==> config.mk <==
export PLATFORM = sky130hd
export DESIGN_NAME = bshift16
export DESIGN_NICKNAME = d
export VERILOG_FILES = /design/src/rtl/bshift16.sv
export SDC_FILE = /design/constraint.sdc
export NUM_CORES = 1
export LEC_CHECK = 0
export ABC_CLOCK_PERIOD_IN_PS = 4550
export BUFFER_PORTS_ARGS = -buffer_cell sky130_fd_sc_hd__buf_2
export CAP_MARGIN = 20
export CORE_ASPECT_RATIO = 1.25
export CORE_UTILIZATION = 40
export CTS_CLUSTER_DIAMETER = 40
export CTS_CLUSTER_SIZE = 40
export DETAILED_ROUTE_END_ITERATION = 12
export SYNTH_ARGS = -nofsm -noshare
export SYNTH_HDL_FRONTEND = slang
export SYNTH_SLANG_ARGS = --single-unit
==> constraint.sdc <==
create_clock -name clk -period 4.55 [get_ports clk]
set_input_delay 0.455 -clock clk [delete_from_list [all_inputs] [get_ports clk]]
set_output_delay 0.455 -clock clk [all_outputs]
set_load 0.005 [all_outputs]
==> src/rtl/bshift16.sv <==
module bshift16 #(
  parameter int W = 16
) (
  input  logic                 clk,
  input  logic                 rst_n,
  input  logic [W-1:0]         din,
  input  logic [2:0]           op,
  input  logic                 main_ld,
  input  logic [$clog2(W)-1:0] main_val,
  input  logic                 alta_ld,
  input  logic [$clog2(W)-1:0] alta_val,
  input  logic                 altb_ld,
  input  logic [$clog2(W)-1:0] altb_val,
  output logic [W-1:0]         dout
);
  localparam int AW = $clog2(W);

  logic [AW-1:0] main_q, alta_q, altb_q;

  always_ff @(posedge clk or negedge rst_n) begin
    if (!rst_n) begin
      main_q <= '0;
      alta_q <= '0;
      altb_q <= '0;
    end else begin
      if (main_ld) main_q <= main_val;
      if (alta_ld) alta_q <= alta_val;
      if (altb_ld) altb_q <= altb_val;
    end
  end

  logic [AW-1:0] amt;
  logic          to_left, wrap;
  assign amt     = op[2] ? (op[1] ? altb_q : alta_q) : main_q;
  assign to_left = op[0];
  assign wrap    = (op[2:1] == 2'b01);

  logic [AW:0][W-1:0] stg;
  assign stg[0] = din;

  for (genvar i = 0; i < AW; i++) begin : g_stage
    localparam int STEP = 1 << i;
    logic [W-1:0] lv, rv;
    assign lv = {stg[i][W-1-STEP:0], wrap ? stg[i][W-1:W-STEP] : {STEP{1'b0}}};
    assign rv = {wrap ? stg[i][STEP-1:0] : {STEP{1'b0}}, stg[i][W-1:STEP]};
    assign stg[i+1] = amt[i] ? (to_left ? lv : rv) : stg[i];
  end

  always_ff @(posedge clk or negedge rst_n) begin
    if (!rst_n) dout <= '0;
    else        dout <= stg[AW];
  end
endmodule

==> metrics.txt, run 1 <==
Slew Viols, Final=0; Total Wirelength=10000 microns; delay-heaviest family, CP=compound AO/OA/AOI/OAI gates; grt ovf=0; Syn Inst Count=between 300 and 400; Worst-path clk slew=0.11 ns; Post-Syn Area per Cell=7.93 sq um; Area growth syn-to-layout=10.9%; sequential share of the synthesized area=24.4%; post-route ant nets=0; r2r startpoint=alta_q[0]$_DFFE_PN0P_; critical path arrival=3.31 ns; Global Route met1 Usage=35.1%; vias in the first global route=2942; number of flops mapped to enable cells by yosys=0; Final Hold Viols=0; GRT Overall Usage=27.1%; Finished Layout Cells=483; Vias/cell=6.60; P_leak=1.31 nW; post-synth net total=slightly below 400; count of cell types in the netlist=between 40 and 50; GRT met3 Usage=about 4.8%; GRT Max-Usage Layer=met2; setup tns final=0 ns; sequential fraction of design power=roughly a third; status=finished, final reports clean; Max Freq=318 MHz; r2r endpoint=dout[8]$_DFF_PN0_; largest net degree at the start of global routing=60; top cell type's share of synthesized area=24.4%; PwrDens=around 290 nW/um^2; CP max stage cell=buf_2; largest area contributor in the netlist=dfrtp_1; Clk Latency, worst-skew pair=0.29 ns; Num CTS Buffers=3; vias=3190; Setup Skew=0.00778 ns; kind of critical path=input pin to register; critical path required time=4.71 ns; final-stage net count=430; die area=7520 sq um; unrepaired setup endpoints after global routing=false; asr flop ratio synth=100%; CTS Hold Bufs=0; height of the die=96.7 microns; first-pass GRT wire length=15900 microns; Core Area=6930 sq um; Worst Setup End Kind=register; Tcrit/Tclk final=69.2%; Worst Setup Start Kind=input pin; largest cells by area after synthesis=dfrtp_1 24%, a211oi_1 8.4%, o21ai_0 8.0%, mux2_2 5.5%, o211ai_1 4.7%; DR DRC count=0; Longest Clk Path Bufs=2; clock root buffer=clkbuf_8; Max Fanout on Critical Path=slightly below 60; Sink Count=28; Reg2Reg Depth=7; WP buf/inv=2; Worst-Margin Slew=0.962 ns; initial core utilization=41.4%; IO Port Bufs=51; clock group share of total power=22.1%; Placed Instances=479; Comb power frac=45.1%; Post-Syn Area=about 2900 sq um; postcts setup bufs=0; Initial DRC Count=432; CP peak stage delay=0.72 ns; Synthesis Warnings=0; final setup vio count=0; RD Place Congestion=0.976; H-tree lvl count=1; Peak VDD IR=120 uV; IO Pins=52; # diodes=0; max-cap violation count=0; Tmin final=3.15 ns; row count=34; dpl hpwl=7760 microns; CP Cell Sequence=buf_2 -> nor2_1 -> a21oi_1 -> buf_4 -> mux2i_2 -> o2111ai_1 -> a222oi_1 -> o21ai_0; slew margin rel.=35.9%; Psw=0.000375 W; R2R Setup Slk=1.79 ns; predominant post-synthesis flop cell=dfrtp_1; met2 Use GR=~44%; Switching Share=40.0%; Cell Int Power=0.000563 W; drt wl/cell=around 21 microns; drt first pass iters=5; Synth Register Bits=28; initial antenna violation count=0; Die X=77.8 microns; Hold Crit Class=input pin to async pin; fraction of layout cells with a size suffix above 1=21.4%; CTS resizes=0; CTS tree=yes
## registers in the layout (all words and copies together) (netlist names)
name    cells
dout       16
alta_q      4
main_q      4
altb_q      4
## metal layers
metal | share of wire, % | routed length, microns
met4 | 3.3 | 327
met1 | 42 | 4210
met5 | 0 | 0
met3 | 7.8 | 777
met2 | 47 | 4710
## worst max-delay path by stage
| stage | from | to | slack (ns) | cells past startpoint |
|---|---|---|---|---|
| after global placement | op[2] | dout[8]$_DFF_PN0_ | 1.24 | 8 |
| final | op[2] | dout[8]$_DFF_PN0_ | 1.40 | 8 |
| after detailed placement | op[2] | dout[8]$_DFF_PN0_ | 1.19 | 8 |
| after CTS | op[2] | dout[8]$_DFF_PN0_ | 1.49 | 8 |
| after floorplan | op[1] | dout[8]$_DFF_PN0_ | 2.34 | 7 |
| after global routing | op[2] | dout[8]$_DFF_PN0_ | 1.18 | 8 |
## layout by cell type (no fill, tap or decap), drive strengths merged, types with 2 or more instances in the layout
| cell type | instances |
|---|---|
| a211o | 2 |
| a211oi | 38 |
| a21o | 2 |
| a21oi | 17 |
| a221oi | 6 |
| a222oi | 7 |
| a22oi | 9 |
| and2 | 3 |
| and3 | 4 |
| buf | 55 |
| clkbuf | 3 |
| dfrtp | 28 |
| inv | 17 |
| mux2 | 15 |
| mux2i | 11 |
| nand2 | 33 |
| nand2b | 2 |
| nand3 | 11 |
| nand3b | 2 |
| nand4 | 5 |
| nor2 | 22 |
| nor3 | 2 |
| o2111ai | 5 |
| o211ai | 18 |
| o21ai | 47 |
| o221ai | 10 |
| o22ai | 5 |
| o31ai | 2 |
| or2 | 3 |
## final cells by class
cell class / instances / area [sq um]
clock inverters: 1 / 30.0
fillers: 722 / 3750
clock buffers: 3 / 41.3
multi-input cells: 289 / 1950
flip-flops and latches: 28 / 701
well taps: 90 / 113
repair buffers: 55 / 285
inverters: 17 / 63.8
## cell usage after synthesis, types with 2 or more instances
library cell / instances
a211o_1: 2
nor3_1: 2
buf_1: 3
mux2i_1: 9
o22ai_1: 5
nor2_1: 22
nand3b_1: 2
and3_1: 4
buf_2: 17
a222oi_1: 7
a221oi_1: 6
mux2_2: 14
clkbuf_1: 4
a22oi_1: 9
buf_6: 4
o221ai_1: 10
nand2_1: 33
nand3_1: 11
o2111ai_1: 5
nand2b_1: 2
a211oi_2: 6
o21ai_0: 46
a21oi_1: 17
o31ai_1: 2
nand4_1: 5
o211ai_1: 18
dfrtp_1: 28
a211oi_1: 32
a21o_1: 2
inv_1: 17
and2_1: 2
or2_1: 2
## metrics by stage
stage	cell area, sq um	power (W)	setup slack, ns	util (%)	hold slack [ns]
6_report	3180	0.000939	1.40	45.9	0.190
5_1_grt	3180	0.000999	1.18	45.9	0.251
4_1_cts	3180	0.000936	1.49	45.9	0.211
2_1_floorplan	2870	0.000596	2.34	-	0.159
3_5_place_dp	3110	0.000727	1.19	44.9	0.499
3_3_place_gp	3110	0.000731	1.24	44.9	0.492
## kinds of logic after synthesis
group                  Yosys count  share of synthesized area, %
muxes                           27                          11.2
buffers and inverters           45                          7.68
and+or+nand+nor                 92                          15.1
AOI/OAI and AO/OA              170                          41.6
DFF                             28                          24.4
## power by group through the flow
stage	Clock (W)	Sequential (W)	Combinational [W]
finish	0.000208	0.000307	0.000424
global route	0.000224	0.000313	0.000462
detailed placement	0	0.000313	0.000414
floorplan	0	0.000318	0.000278
global placement	0	0.000313	0.000419
CTS	0.000214	0.000308	0.000415
(Power assumes the default switching activity.)
==> run 2, diff against run 1 <==
--- a/config.mk
+++ b/config.mk
@@ -5,7 +5,7 @@
 export SDC_FILE = /design/constraint.sdc
 export NUM_CORES = 1
 export LEC_CHECK = 0
-export ABC_CLOCK_PERIOD_IN_PS = 4550
+export ABC_CLOCK_PERIOD_IN_PS = 3100
 export BUFFER_PORTS_ARGS = -buffer_cell sky130_fd_sc_hd__buf_2
 export CAP_MARGIN = 20
 export CORE_ASPECT_RATIO = 1.25
==> constraint.sdc (replaced) <==
create_clock -name clk -period 3.1 [get_ports clk]
set_input_delay 0.31 -clock clk [delete_from_list [all_inputs] [get_ports clk]]
set_output_delay 0.31 -clock clk [all_outputs]
set_load 0.005 [all_outputs]
==> run 2 against run 1 <==
Compared with the run above:
- the flow now finishes with violations (DRC)
- first-iteration DRC count is 15% lower
- count of clock-buffer cells in the layout unchanged
- total power up 52%
- die area unchanged
- via count rose by 1.2%
- global-route usage rose by 2.4 points
- sequential power is 47% higher
- clock skew rose by 0.00050 ns
==> metrics.txt, run 2 (same netlist as run 1, synthesis figures left out) <==
largest net degree at the start of global routing=29; max FFs per register=16; CP max stage cell=and2b_1; IO Pins=52; Area growth syn-to-layout=15.4%; Final Hold Viols=0; Die X=77.8 microns; critical path arrival=about 2.6 ns; Worst Setup Start Kind=register; row count=34; IO Port Bufs=51; first-pass GRT wire length=17100 microns; fin util=a little under half; CP Cell Sequence=and2b_1 -> a211oi_2 -> or2_0 -> mux4_2 -> a222oi_1 -> nand2_1; Vias/cell=6.46; CTS resizes=0; Worst-path clk slew=between 0.1 and 0.15 ns; dpl hpwl=8330 microns; Hold Crit Class=input pin to async pin; die area=around 7500 sq um; Slew Viols, Final=0; drt first pass iters=9; final setup vio count=0; initial antenna violation count=0; fraction of layout cells with a size suffix above 1=24.6%; initial core utilization=41.4%; RD Place Congestion=slightly below 1; Sink Count=28; PwrDens=431 nW/um^2; grt ovf=0; status=finished with violations; H-tree lvl count=1; delay-heaviest family, CP=simple AND/OR/NAND/NOR gates; CTS tree=yes; Longest Clk Path Bufs=2; setup tns final=0 ns; Max Fanout on Critical Path=15; post-place instance area=3240 sq um; critical path required time=3.28 ns; height of the die=96.7 microns; R2R Setup Slk=0.72 ns; most common cell after layout, fill and taps aside=buf_2; violated checks=DRC; unrepaired setup endpoints after global routing=false; vias in the first global route=3134; WP buf/inv=0; Tmin final=2.38 ns; area occupied by registers=701 sq um; # diodes=0; Total Wirelength=10700 microns; CP Depth=6; Tcrit/Tclk final=76.9%; Worst setup endpoint=dout[1]$_DFF_PN0_; area of the multi-input gates=just under 2000 sq um; Setup Skew=just over 0.008 ns; Clk Latency, worst-skew pair=slightly below 0.3 ns; CP peak stage delay=0.52 ns; max-cap violation count=0; kind of critical path=register to register; CTS Hold Bufs=0; final-stage net count=447; Core Area=6930 sq um; Setup crit start=main_q[0]$_DFFE_PN0P_; GRT Overall Usage=slightly below 30%; Reg2Reg Depth=6; post-route ant nets=0; drt wl/cell=21.4 microns; # fillers=714; Max Freq=419 MHz; Largest Register=dout; DR DRC count=2; clock root buffer=clkbuf_8; Peak VDD IR=roughly 220 uV; Num CTS Buffers=3; slew margin rel.=46.9%; postcts setup bufs=0; Worst Setup End Kind=register; r2r startpoint=main_q[0]$_DFFE_PN0P_; commonest non-fill, non-tap cells in the layout=51 x buf_2, 46 x o21ai_0, 33 x nand2_1; Worst-Margin Slew=just under 0.8 ns; Post-Layout Inst Area=roughly 3300 sq um; Initial DRC Count=368; r2r endpoint=dout[1]$_DFF_PN0_; vias=3229; P_leak=1.39 nW
[run 2: per-stage QoR]
stage	hold slack (ns)	setup WS [ns]	cells	total power [W]
6_report	0.0332	0.715	500	0.00143
5_1_grt	0.105	0.466	500	0.00151
4_1_cts	0.0675	0.739	500	0.00142
3_5_place_dp	0.387	0.454	496	0.00111
3_3_place_gp	0.371	0.500	496	0.00111
2_1_floorplan	0.0144	1.04	362	0.000875
[run 2: worst min path at each step]
stage	slack (ns)	cells after the start	end	from
2_1_floorplan	0.01	0	alta_q[0]$_DFFE_PN0P_	rst_n
3_3_place_gp	0.37	1	dout[2]$_DFF_PN0_	rst_n
3_5_place_dp	0.39	1	dout[10]$_DFF_PN0_	rst_n
4_1_cts	0.07	1	dout[10]$_DFF_PN0_	rst_n
5_1_grt	0.11	1	dout[6]$_DFF_PN0_	rst_n
6_report	0.03	1	dout[10]$_DFF_PN0_	rst_n
[run 2: routing by layer]
| layer | global-route usage [%] | up-vias | share of wire [%] |
|---|---|---|---|
| met1 | 39.4 | 1495 | 43 |
| li1 | - | 1519 | - |
| met4 | 13.4 | 0 | 3.7 |
| met3 | 4.15 | 33 | 6.6 |
| met5 | 0 | - | 0 |
| met2 | 47.0 | 182 | 47 |
[run 2: power breakdown]
group          leakage [nW]  switching (W)  total (W)  internal, W
clock network        0.0357       0.000141   0.000314     0.000173
logic                  1.01       0.000410   0.000660     0.000250
registers             0.346      0.0000233   0.000452     0.000428
[run 2: worst register-to-register path, stage by stage, from the launching register on]
cell      delay [ns]
dfrtp_1         0.41
and2b_1         0.52
a211oi_2        0.19
or2_0           0.27
mux4_2          0.50
a222oi_1        0.28
nand2_1         0.09
[run 2: cell type report]
class,count,area share [%]
multi-input combinational,289,58.9
inverter,17,1.93
tap,90,3.40
clock inverter,1,0.907
sequential,28,21.2
clock buffer,3,1.25
timing repair buffer,72,12.5
